### config.mk
export PLATFORM = sky130hd
export DESIGN_NAME = simd_div_seq
export DESIGN_NICKNAME = d
export VERILOG_FILES = /design/src/rtl/simd_div_pkg.sv /design/src/rtl/sdm_mask_gen.sv /design/src/rtl/sdm_lane_pc.sv /design/src/rtl/sdm_sched.sv /design/src/rtl/simd_div_seq.sv
export SDC_FILE = /design/constraint.sdc
export NUM_CORES = 1
export LEC_CHECK = 0
export BUFFER_PORTS_ARGS = -buffer_cell sky130_fd_sc_hd__buf_4
export CORE_MARGIN = 3
export CORE_UTILIZATION = 59
export DETAILED_ROUTE_END_ITERATION = 8
export PLACE_DENSITY = 0.93
export REMOVE_ABC_BUFFERS = 1
export SLEW_MARGIN = 20
export SYNTH_ARGS = -nofsm -noshare
export SYNTH_HDL_FRONTEND = slang
export SYNTH_SLANG_ARGS = --single-unit
export TNS_END_PERCENT = 5
### constraint.sdc
create_clock -name clk -period 4.7 [get_ports clk]
set_input_delay 0.47 -clock clk [delete_from_list [all_inputs] [get_ports clk]]
set_output_delay 0.47 -clock clk [all_outputs]
set_load 0.005 [all_outputs]
### src/rtl/simd_div_pkg.sv
package simd_div_pkg;
  typedef enum logic [1:0] {
    PATH_IDLE = 2'd0,
    PATH_THEN = 2'd1,
    PATH_ELSE = 2'd2,
    PATH_JOIN = 2'd3
  } path_e;
endpackage

### src/rtl/sdm_mask_gen.sv
module sdm_mask_gen #(
  parameter int LANES  = 8,
  parameter int LANE_W = $clog2(LANES + 1)
) (
  input  logic [LANE_W-1:0] thr,
  output logic [LANES-1:0]  take
);
  // one set-less-than comparator per lane
  for (genvar g = 0; g < LANES; g++) begin : g_cmp
    assign take[g] = (LANE_W'(g) < thr);
  end
endmodule

### src/rtl/sdm_lane_pc.sv
module sdm_lane_pc
  import simd_div_pkg::*;
#(
  parameter int LANES = 8,
  parameter int LEN_W = 4,
  localparam int TAG_W = LEN_W + 2
) (
  input  logic                   clk,
  input  logic                   rst_n,
  input  logic                   load,
  input  logic [LANES-1:0]       take,
  input  logic [LEN_W-1:0]       ld_then_len,
  input  logic [LEN_W-1:0]       ld_else_len,
  input  logic [LEN_W-1:0]       run_then_len,
  input  logic [LEN_W-1:0]       run_else_len,
  input  logic                   fire,
  input  logic [TAG_W-1:0]       sel_tag,
  output logic [LANES-1:0]       match,
  output logic [LANES*TAG_W-1:0] lane_pc
);
  localparam logic [TAG_W-1:0] JOIN_TAG = {PATH_JOIN, LEN_W'(0)};
  localparam logic [TAG_W-1:0] THEN0    = {PATH_THEN, LEN_W'(0)};
  localparam logic [TAG_W-1:0] ELSE0    = {PATH_ELSE, LEN_W'(0)};

  logic [TAG_W-1:0] first_then, first_else;
  assign first_then = (ld_then_len != '0) ? THEN0 : JOIN_TAG;
  assign first_else = (ld_else_len != '0) ? ELSE0 : JOIN_TAG;

  for (genvar g = 0; g < LANES; g++) begin : g_lane
    logic [TAG_W-1:0] pc_q;
    logic [1:0]       pth;
    logic [LEN_W:0]   nxt_idx;
    logic [LEN_W:0]   cur_len;

    assign pth     = pc_q[TAG_W-1 -: 2];
    assign nxt_idx = {1'b0, pc_q[LEN_W-1:0]} + 1'b1;
    assign cur_len = (pth == PATH_THEN) ? {1'b0, run_then_len} : {1'b0, run_else_len};

    always_ff @(posedge clk) begin
      if (!rst_n) begin
        pc_q <= '0;
      end else if (load) begin
        pc_q <= take[g] ? first_then : first_else;
      end else if (fire && (pc_q == sel_tag)) begin
        if (pth == PATH_JOIN)      pc_q <= '0;
        else if (nxt_idx < cur_len) pc_q <= {pth, nxt_idx[LEN_W-1:0]};
        else                        pc_q <= JOIN_TAG;
      end
    end

    assign match[g]                   = (pc_q == sel_tag);
    assign lane_pc[g*TAG_W +: TAG_W]  = pc_q;
  end

  // the join tag is only ever selected when every lane has arrived there
  a_r5_join_gathers_all: assert property (@(posedge clk) disable iff (!rst_n)
    (fire && sel_tag == JOIN_TAG) |-> (&match));
endmodule

### src/rtl/sdm_sched.sv
module sdm_sched
  import simd_div_pkg::*;
#(
  parameter int LEN_W = 4,
  localparam int TAG_W = LEN_W + 2
) (
  input  logic             clk,
  input  logic             rst_n,
  input  logic             start_valid,
  output logic             start_ready,
  input  logic             mode,
  input  logic [LEN_W-1:0] ld_then_len,
  input  logic [LEN_W-1:0] ld_else_len,
  input  logic             iss_ready,
  output logic             iss_valid,
  output logic [TAG_W-1:0] iss_tag,
  output logic             fire,
  output logic             start_fire,
  output logic             done,
  output logic [LEN_W-1:0] then_len_q,
  output logic [LEN_W-1:0] else_len_q
);
  logic             busy_q, mode_q, turn_q, done_q;
  logic [LEN_W-1:0] t_cnt, e_cnt;
  logic             then_left, else_left;
  path_e            pick;
  logic [LEN_W-1:0] idx;

  assign then_left = (t_cnt < then_len_q);
  assign else_left = (e_cnt < else_len_q);

  always_comb begin
    if (then_left && else_left) pick = (mode_q && turn_q) ? PATH_ELSE : PATH_THEN;
    else if (then_left)         pick = PATH_THEN;
    else if (else_left)         pick = PATH_ELSE;
    else                        pick = PATH_JOIN;
    case (pick)
      PATH_THEN: idx = t_cnt;
      PATH_ELSE: idx = e_cnt;
      default:   idx = '0;
    endcase
  end

  assign iss_tag     = {pick, idx};
  assign iss_valid   = busy_q;
  assign start_ready = !busy_q;
  assign fire        = busy_q && iss_ready;
  assign start_fire  = start_valid && !busy_q;
  assign done        = done_q;

  always_ff @(posedge clk) begin
    if (!rst_n) begin
      busy_q     <= 1'b0;
      mode_q     <= 1'b0;
      turn_q     <= 1'b0;
      done_q     <= 1'b0;
      t_cnt      <= '0;
      e_cnt      <= '0;
      then_len_q <= '0;
      else_len_q <= '0;
    end else begin
      done_q <= fire && (pick == PATH_JOIN);
      if (start_fire) begin
        busy_q     <= 1'b1;
        mode_q     <= mode;
        turn_q     <= 1'b0;
        t_cnt      <= '0;
        e_cnt      <= '0;
        then_len_q <= ld_then_len;
        else_len_q <= ld_else_len;
      end else if (fire) begin
        case (pick)
          PATH_THEN: begin t_cnt <= t_cnt + 1'b1; turn_q <= 1'b1; end
          PATH_ELSE: begin e_cnt <= e_cnt + 1'b1; turn_q <= 1'b0; end
          default:   busy_q <= 1'b0;
        endcase
      end
    end
  end

  // the completion pulse lasts a single cycle
  a_r9_done_single: assert property (@(posedge clk) disable iff (!rst_n)
    done |=> !done);
  // the scheduling order latched at entry is kept until the join
  a_r7_mode_held: assert property (@(posedge clk) disable iff (!rst_n)
    (iss_valid && !start_fire && $past(iss_valid)) |-> $stable(mode_q));
endmodule

### src/rtl/simd_div_seq.sv
module simd_div_seq
  import simd_div_pkg::*;
#(
  parameter int LANES   = 8,
  parameter int MAX_LEN = 8,
  localparam int LANE_W = $clog2(LANES + 1),
  localparam int LEN_W  = $clog2(MAX_LEN + 1),
  localparam int TAG_W  = LEN_W + 2
) (
  input  logic                   clk,
  input  logic                   rst_n,
  input  logic                   start_valid,
  output logic                   start_ready,
  input  logic                   mode,
  input  logic [LANE_W-1:0]      thr,
  input  logic [LEN_W-1:0]       then_len,
  input  logic [LEN_W-1:0]       else_len,
  output logic                   iss_valid,
  input  logic                   iss_ready,
  output logic [TAG_W-1:0]       iss_tag,
  output logic [LANES-1:0]       iss_mask,
  output logic                   done,
  output logic [LANES*TAG_W-1:0] lane_pc
);
  logic [LANES-1:0] take, match, br_mask_q;
  logic [LEN_W-1:0] ld_then, ld_else, then_q, else_q;
  logic             fire, start_fire;

  sdm_mask_gen #(.LANES(LANES), .LANE_W(LANE_W)) u_mask (
    .thr (thr),
    .take(take)
  );

  // an empty lane group makes its path cost nothing
  assign ld_then = (take == '0) ? '0 : then_len;
  assign ld_else = (&take)      ? '0 : else_len;

  sdm_sched #(.LEN_W(LEN_W)) u_sched (
    .clk        (clk),
    .rst_n      (rst_n),
    .start_valid(start_valid),
    .start_ready(start_ready),
    .mode       (mode),
    .ld_then_len(ld_then),
    .ld_else_len(ld_else),
    .iss_ready  (iss_ready),
    .iss_valid  (iss_valid),
    .iss_tag    (iss_tag),
    .fire       (fire),
    .start_fire (start_fire),
    .done       (done),
    .then_len_q (then_q),
    .else_len_q (else_q)
  );

  sdm_lane_pc #(.LANES(LANES), .LEN_W(LEN_W)) u_pc (
    .clk         (clk),
    .rst_n       (rst_n),
    .load        (start_fire),
    .take        (take),
    .ld_then_len (ld_then),
    .ld_else_len (ld_else),
    .run_then_len(then_q),
    .run_else_len(else_q),
    .fire        (fire),
    .sel_tag     (iss_tag),
    .match       (match),
    .lane_pc     (lane_pc)
  );

  always_ff @(posedge clk) begin
    if (!rst_n)          br_mask_q <= '0;
    else if (start_fire) br_mask_q <= take;
  end

  assign iss_mask = iss_valid ? match : '0;

  // then-path issues use the branch mask, else-path issues its complement
  a_r1_then_mask: assert property (@(posedge clk) disable iff (!rst_n)
    (iss_valid && iss_tag[TAG_W-1 -: 2] == PATH_THEN) |-> (iss_mask == br_mask_q));
  a_r1_else_mask: assert property (@(posedge clk) disable iff (!rst_n)
    (iss_valid && iss_tag[TAG_W-1 -: 2] == PATH_ELSE) |-> (iss_mask == ~br_mask_q));
  // no issue slot is ever spent on an empty lane set
  a_r4_no_empty_issue: assert property (@(posedge clk) disable iff (!rst_n)
    iss_valid |-> (iss_mask != '0));
  // a stalled offer is held unchanged
  a_r6_hold_stall: assert property (@(posedge clk) disable iff (!rst_n)
    (iss_valid && !iss_ready) |=> (iss_valid && $stable(iss_tag) && $stable(iss_mask)));
  // all lanes reconverged and retired when done pulses
  a_r9_done_pcs: assert property (@(posedge clk) disable iff (!rst_n)
    done |-> (lane_pc == '0 && !iss_valid));
endmodule

Yosys cells after proc, flatten, opt, wreduce, memory -nomap -nowiden
Cells that the tools add are included.

storage, ports and cells
  memories kept = 0
  bits in writable memories = 0
  bits in latches = 0
  word-level logic and storage cells = 193
  input bits = 17
  memory bits (read-only) = 0
  flip-flop bits (word level) = 68

cells by class
  mux-type cells = 62
  multipliers = 0
  reduce and logical (&&, ||, !) cells = 42
  divide/modulo/power cells = 0
  shift-type cells = 0
  equality and inequality tests = 36
  $add $sub $neg = 10
  bitwise operators = 1
  $lt $le $gt $ge = 18

operators with widths
  kind                   count
  $mux W6                41
  $eq A6 B6 Y1           8
  $add A4 B1 Y5 const B  8
  $lt A5 B5 Y1           8
  $mux W4                10
  $ne A3 B2 Y1 const B   8
  $reduce_and A2 Y1      12
  $eq A2 B2 Y1 const B   10
  $reduce_bool A2 Y1     10
  $eq A2 B1 Y1 const B   9
  $lt A3 B4 Y1 const A   4
  $logic_and A1 B1 Y1    13
  $add A4 B1 Y4 const B  2
  $logic_not A8 Y1       1
  $lt A1 B4 Y1 const A   2
  $lt A2 B4 Y1 const A   2
  $lt A4 B4 Y1           2
  $mux W8                1
  $pmux W4 S2            1
  $reduce_and A8 Y1      1
  $reduce_bool A4 Y1     2
  $mux W2                3
  $mux W5                1
  $mux W1                4
  5 further kinds        6

Logic depth before layout (Yosys ltp)
Gate-level depths: netlist of the first run.

  depth in word-level cells = 10
  mapped depth = 14
  depth with buffers taken out = 11

Modules after synthesis
From an unflattened synthesis of the first run, not the netlist that was laid out.

unflattened totals
  cell total of the unflattened synthesis = 661
  area total of the unflattened synthesis = 5,630.4 µm²

by module, submodules not included
  module        cells an instance  area each (µm²)  times used
  sdm_lane_pc   510                4,324.1          1
  sdm_sched     122                1,084.8          1
  simd_div_seq  20                 153.9            1
  sdm_mask_gen  9                  67.6             1

Worst setup path before layout of the first run
Ideal clock, no wire load.

  path type = reg-to-reg
  start point = register u_sched.then_len_q[3]
  end point = register u_pc.g_lane[4].pc_q[5]
  data required time = 4.614 ns
  cell stages (with the launch flop) = 13
  library setup time = 0.086 ns
  arrival = 3.393 ns
  period minus slack after synthesis = 3.478 ns
  setup slack = 1.222 ns
  cells stage by stage = dfxtp_1 clkbuf_1 inv_1 ha_1 a221oi_1 o21ai_2 nand3_1 buf_2 a21oi_1 or4_1 or2_1 or4_1 a211oi_1

between the ends
  cells in the longest elaborated chain, start to end = 9

RTL lines
  what                                            line                              text
  from (decl)                                     sdm_sched.sv:20                   output logic [LEN_W-1:0] then_len_q,
  from (signal assigned)                          sdm_sched.sv:69                   then_len_q <= ld_then_len;
  $lt A4 B4 Y1                                    sdm_sched.sv:29                   assign then_left = (t_cnt < then_len_q);
  $mux W2 or $logic_and A1 B1 Y1 (tied branches)  sdm_sched.sv:34, sdm_sched.sv:33
  $mux W2                                         sdm_sched.sv:33                   if (then_left && else_left) pick = (mode_q && turn_q) ? PATH_ELSE : PATH_THEN;
  $eq A2 B2 Y1 or $eq A2 B1 Y1 (tied branches)    sdm_sched.sv:37                   case (pick)
  $pmux W4 S2                                     sdm_sched.sv:37
  $eq A6 B6 Y1                                    sdm_lane_pc.sv:44                 end else if (fire && (pc_q == sel_tag)) begin
  $logic_and A1 B1 Y1                             sdm_lane_pc.sv:44
  $reduce_bool A2 Y1 (no source line)             --
  $reduce_and A2 Y1 (no source line) *            --
  to (signal assigned)                            sdm_lane_pc.sv:43                 pc_q <= take[g] ? first_then : first_else;
  to (signal assigned)                            sdm_lane_pc.sv:46                 else if (nxt_idx < cur_len) pc_q <= {pth, nxt_idx[LEN_W-1:0]};
  to (decl)                                       sdm_lane_pc.sv:30                 logic [TAG_W-1:0] pc_q;

Every way passes the cells marked *; elsewhere a longest branch is shown, timed or not.
A chain may end at the register's enable or synchronous reset.

Worst setup path in the final report of the first run
  start point = register u_sched.else_len_q[1]
  end point = output port iss_mask[3]

between the ends
  cells in the longest elaborated chain, start to end = 8

RTL lines
  what                                          line                text
  from (decl)                                   sdm_sched.sv:21     output logic [LEN_W-1:0] else_len_q
  from (signal assigned)                        sdm_sched.sv:70     else_len_q <= ld_else_len;
  $lt A4 B4 Y1 *                                sdm_sched.sv:30     assign else_left = (e_cnt < else_len_q);
  $mux W1                                       sdm_sched.sv:35     else if (else_left) pick = PATH_ELSE;
  $mux W2                                       sdm_sched.sv:34     else if (then_left) pick = PATH_THEN;
  $mux W2 *                                     sdm_sched.sv:33
  $eq A2 B2 Y1 or $eq A2 B1 Y1 (tied branches)  sdm_sched.sv:37
  $pmux W4 S2                                   sdm_sched.sv:37
  $eq A6 B6 Y1 *                                sdm_lane_pc.sv:51   assign match[g] = (pc_q == sel_tag);
  $mux W8 *                                     simd_div_seq.sv:76  assign iss_mask = iss_valid ? match : '0;
  to (decl)                                     simd_div_seq.sv:21  output logic [LANES-1:0] iss_mask,

Marked as above.

==> results.cfg, run 1 <==
[floorplanning]
die_x_um = 105
ioPinCount = 82
die_y_um = 105
core_um2 = 9420
rows = 35
die_area_um2 = 11100
start_util_pct = 61.6

[placed_design]
place_area_um2 = 6450
hpwl_um = 13800
gp_congestion = 1.05
dp.cells = 912
pre_cts_slack_ps = 806
io_buffers = 81

[job]
drv_cap = 0

[timing]
setup_ws_ps = 277
worstMarginPinSlew_ps = 961
rsz0062_at_grt = false
maxSlewHeadroom_pct = 35.8
layout_min_cycle_time_ps = 4420
min_period_over_period_pct = 94.1
hold_viol_final = 0
fin_skew_ps = 11.4
slew_violations = 0
worst_hold_slack_ps = 368
fmax_mhz = 226
setup_tns_ps = 0
final-setup-viol-count = 0

[clocking]
clk_pin_slew_ps = 70
cts_tree = built
ctsResizeCount = 0
numCtsBuffers = 9
cts_root_buf = clkbuf_8
clkLatencyLatePin_ps = 360
cts_max_path_buffers = 2
cts_hold_buffers = 0
htreeDepth = 3
clock-sinks = 68
post-cts-setup-buffers = 0

[grt]
grt_pass1_vias = 5836
grt_pass1_wl_um = 30400
antenna_found_initial = 0
grt-ovfl-total = 0
grt_start_max_net_pins = 77
grtUsageTotal_pct = 34.0

[finish]
finalNonFillerCells = 927
areaGrowthSynthToFinish_pct = 14.4
final_util_pct = 70.5
n_fill_cell = 740
final_nets = 851
drive_above_1_share_pct = 16.8
diodes = 0
final_area_um2 = 6640

[critical_path]
slowest_delay_ps = 510
cp_max_fo = 11
critPathBufInv = 2
timing.rr.start = u_sched.else_len_q[1]
path_depth = 9
worstSetupEndpoint = iss_mask[3]
r2r_end = u_pc.g_lane[1].pc_q[4]
worstPathRequired_ps = 4230
endpoint_kind = output port
cp-start-kind = flop
path_cells = inv_1 > ha_1 > o211ai_1 > o21a_1 > nand3_1 > and3_1 > or4_1 > nor4_1 > buf_4
crit_path_top_delay_cell = dfxtp_1
r2r_slack_ps = 690
cp.arrival_ps = 3950
reg2reg_depth = 11
cpLargestDelayFamily = simple AND/OR/NAND/NOR gates
path_class = flop to output port
crit_start = u_sched.else_len_q[1]

[routing]
vias = 6285
routed_wl_um = 19100
ant_nets = 0
firstDrtPassIters = 7
drc = 0
drt_iter0_markers = 849
wl_per_cell_um = 20.6
drt-vias-per-instance = 6.78

[power]
power_density_nw_per_um2 = 240
peakVddDrop_mv = 0.182
p_leak_nw = 2.88
finalPower_mw = 1.59

[logic_synthesis]
synth_common_cells = dfxtp_1, nand2_1, nor2_1
syn-instance-count = 741
synth_edf_count = 0
avgSynthCellArea_um2 = 7.83
yosysMostFrequentCell = dfxtp_1
synth.yosys.warnings = 0
synth-seq-cells = 68
synth_area_leaders = dfxtp_1, ha_1, mux2i_1
ys_async_sr_fraction_pct = 0
netlist.area_leader.share_pct = 23.5
ys_seq_area_share_pct = 23.5
netlist_area_um2 = 5800
ys.flop_type = dfxtp_1
synth_cell_types = 73
yosysTopAreaCell = dfxtp_1

[hold_path]
worstHoldPathType = input port to flop

[status]
outcome = finished clean
## area by class of cell
class	instances	area [um^2]	share of cell area [%]
multi-input combinational	600	4150	62.5
sequential	68	1360	20.5
timing repair buffer	93	698	10.5
tap	129	161	2.43
clock buffer	13	149	2.24
inverter	22	82.6	1.24
clock inverter	2	35.0	0.528
## layer usage
metal	vias to the layer above	global-route usage, %	part of all wire, %
li1	2868	-	-
met1	2912	42.8	39
met2	408	53.2	45
met3	97	9.20	11
met4	0	17.3	4.9
met5	-	0	0
## worst min-delay path by stage
stage,from,end,slack (ps),depth (start not counted)
after floorplan,u_sched.mode_q,u_sched.mode_q,460,2
after global placement,u_sched.turn_q,u_sched.turn_q,500,2
after detailed placement,u_sched.mode_q,u_sched.mode_q,520,2
after CTS,mode,u_sched.mode_q,370,3
after global routing,mode,u_sched.mode_q,390,3
final,mode,u_sched.mode_q,370,3
## tightest hold or removal path: cells and delay by family
family | cells | cell delay, ps
and+or+nand+nor | 1 | 40
buffers and inverters | 1 | 110
AOI/OAI and AO/OA | 1 | 60
## registers in the layout, indices dropped and copies added (netlist names)
| signal | count |
|---|---|
| u_pc.g_lane.pc_q | 48 |
| u_sched.e_cnt | 4 |
| u_sched.else_len_q | 4 |
| u_sched.t_cnt | 4 |
| u_sched.then_len_q | 4 |
| u_sched.done | 1 |
| u_sched.iss_valid | 1 |
| u_sched.mode_q | 1 |
| u_sched.turn_q | 1 |
## cells in the final DEF (no fill, tap or decap), types with 8 or more instances in the layout
cell type  instances
a211oi_1          12
dfxtp_1           68
clkbuf_8          10
nand2_1           61
xnor2_1           18
a21oi_1           42
inv_1             21
and3_1            22
nor4_1            10
nor3_1            15
buf_4             93
ha_1              40
nand2b_1          14
nand4_1           13
nor2_1            52
nand3_1           45
or4_1              9
o211ai_1           8
o21ai_0           45
mux2i_1           49
a21boi_0          11
xor2_1            14
o21a_1             9
## report_power, final
group | internal [mW] | switching (mW) | total, mW
clock | 0.257 | 0.241 | 0.498
combinational | 0.178 | 0.270 | 0.448
sequential | 0.599 | 0.0496 | 0.648
total | 1.03 | 0.560 | 1.59
## cell families after synthesis
kind of cell / share of synthesized area [%]
simple gates: 26.1
mux: 8.84
compound gates: 23.1
flops: 23.5
fa+ha+maj: 8.62
xor+xnor: 4.83
buf+inv: 5.05
Power figures use the tool's default switching activity.
==> run 2, diff against run 1 <==
==> constraint.sdc (replaced) <==
create_clock -name clk -period 4.7 [get_ports clk]
set_input_delay 0.235 -clock clk [delete_from_list [all_inputs] [get_ports clk]]
set_output_delay 0.235 -clock clk [all_outputs]
set_load 0.005 [all_outputs]
==> run 2 against run 1 <==
Routed wire length increased by 0.91%. Combinational power about the same. First-iteration DRC count decreased by 17%. Critical path depth increased by 1. Clock-buffer cell count decreased by 2. Setup slack improved by 96 ps. Critical path type unchanged.
==> results.cfg, run 2 (synthesis results as in run 1) <==
[timing]
fmax_mhz = 231
slew_violations = 0
worstMarginPinSlew_ps = 1020
setup_tns_ps = 0
hold_viol_final = 0
maxSlewHeadroom_pct = 32.0
layout_min_cycle_time_ps = 4330
fin_skew_ps = 6.38
min_period_over_period_pct = 92.1
setup_ws_ps = 372
rsz0062_at_grt = false
final-setup-viol-count = 0

[clocking]
clkLatencyLatePin_ps = 360
clock-sinks = 68
clk_pin_slew_ps = 80
post-cts-setup-buffers = 0
cts_hold_buffers = 0
cts_root_buf = clkbuf_8
ctsResizeCount = 0
htreeDepth = 3
cts_max_path_buffers = 2
cts_tree = built
numCtsBuffers = 9

[critical_path]
cp-start-kind = flop
path_class = flop to output port
endpoint_kind = output port
worstPathRequired_ps = 4470
cp.arrival_ps = 4090
cp_max_fo = 11

[floorplanning]
ioPinCount = 82
rows = 35
core_um2 = 9420
start_util_pct = 61.6
die_area_um2 = 11100
die_x_um = 105
die_y_um = 105

[finish]
largest-register = u_pc.g_lane.pc_q
final_nets = 851
final_util_pct = 70.4
largest_reg_flops = 48
final_common_cell = buf_4
final_cell_mix = buf_4, dfxtp_1, nand2_1
areaGrowthSynthToFinish_pct = 14.3
diodes = 0
drive_above_1_share_pct = 17.2
final_area_um2 = 6630

[power]
power_density_nw_per_um2 = 235
finalPower_mw = 1.56
peakVddDrop_mv = 0.137
p_leak_nw = 2.88

[placed_design]
gp_congestion = 1.00
pre_cts_slack_ps = 532
io_buffers = 81
hpwl_um = 13800
place_area_um2 = 6450

[status]
outcome = finished clean

[grt]
grtUsageTotal_pct = 34.6
grt_pass1_wl_um = 30900
grt_start_max_net_pins = 77
grt_pass1_vias = 5962
grt-ovfl-total = 0
antenna_found_initial = 1

[routing]
wl_met3_um = 2280
drt-vias-per-instance = 6.83
drc = 0
met2_length_um = 8530
dr.max_layer_used = met5
wl_met1_um = 7620
routed_wl_um = 19300
drt_iter0_markers = 703
firstDrtPassIters = 5
vias = 6331
ant_nets = 0
wl_per_cell_um = 20.8

[hold_path]
worstHoldPathType = input port to flop

[job]
drv_cap = 0
-- run 2: where the power goes --
part / internal (mW) / switching (mW) / leakage [nW]
Sequential: 0.599 / 0.0462 / 0.553
Combinational: 0.176 / 0.272 / 2.24
Clock: 0.216 / 0.248 / 0.0872
Total: 0.990 / 0.566 / 2.88
-- run 2: worst paths after layout --
| kind | slack [ps] | depth (start not counted) | from | end |
|---|---|---|---|---|
| worst max-delay path | 370 | 10 | u_sched.else_len_q[1] | iss_mask[4] |
| worst max register to register | 410 | 10 | u_sched.else_len_q[1] | u_pc.g_lane[1].pc_q[0] |
| worst min register to register | 530 | 2 | u_sched.mode_q | u_sched.mode_q |
| worst min-delay path | 130 | 3 | mode | u_sched.mode_q |
-- run 2: worst max-delay path: stages (launching register included) --
cell      delay (ps)
dfxtp_1          560
inv_1            120
ha_1             310
o211ai_1         350
o21a_1           430
nand3_1          440
and3_1           340
or4_1            530
or2_1            250
nor3_1           230
buf_4            160
-- run 2: area by class of cell --
class	count	area [um^2]
clock inverter	4	25.0
clock buffer	11	151
inverter	22	82.6
multi-input combinational	600	4150
sequential	68	1360
tap	129	161
timing repair buffer	93	698
fill	752	2780
-- run 2: metal layers --
layer	GRT usage, %	vias up
li1	-	2865
met1	44.4	2949
met2	54.6	419
met3	8.59	96
met4	15.5	2
met5	0	-
-- run 2: through the flow --
step	hold slack [ps]	cells
2_1_floorplan	352	690
3_3_place_gp	501	912
3_5_place_dp	511	912
4_1_cts	142	927
5_1_grt	165	927
6_report	133	927
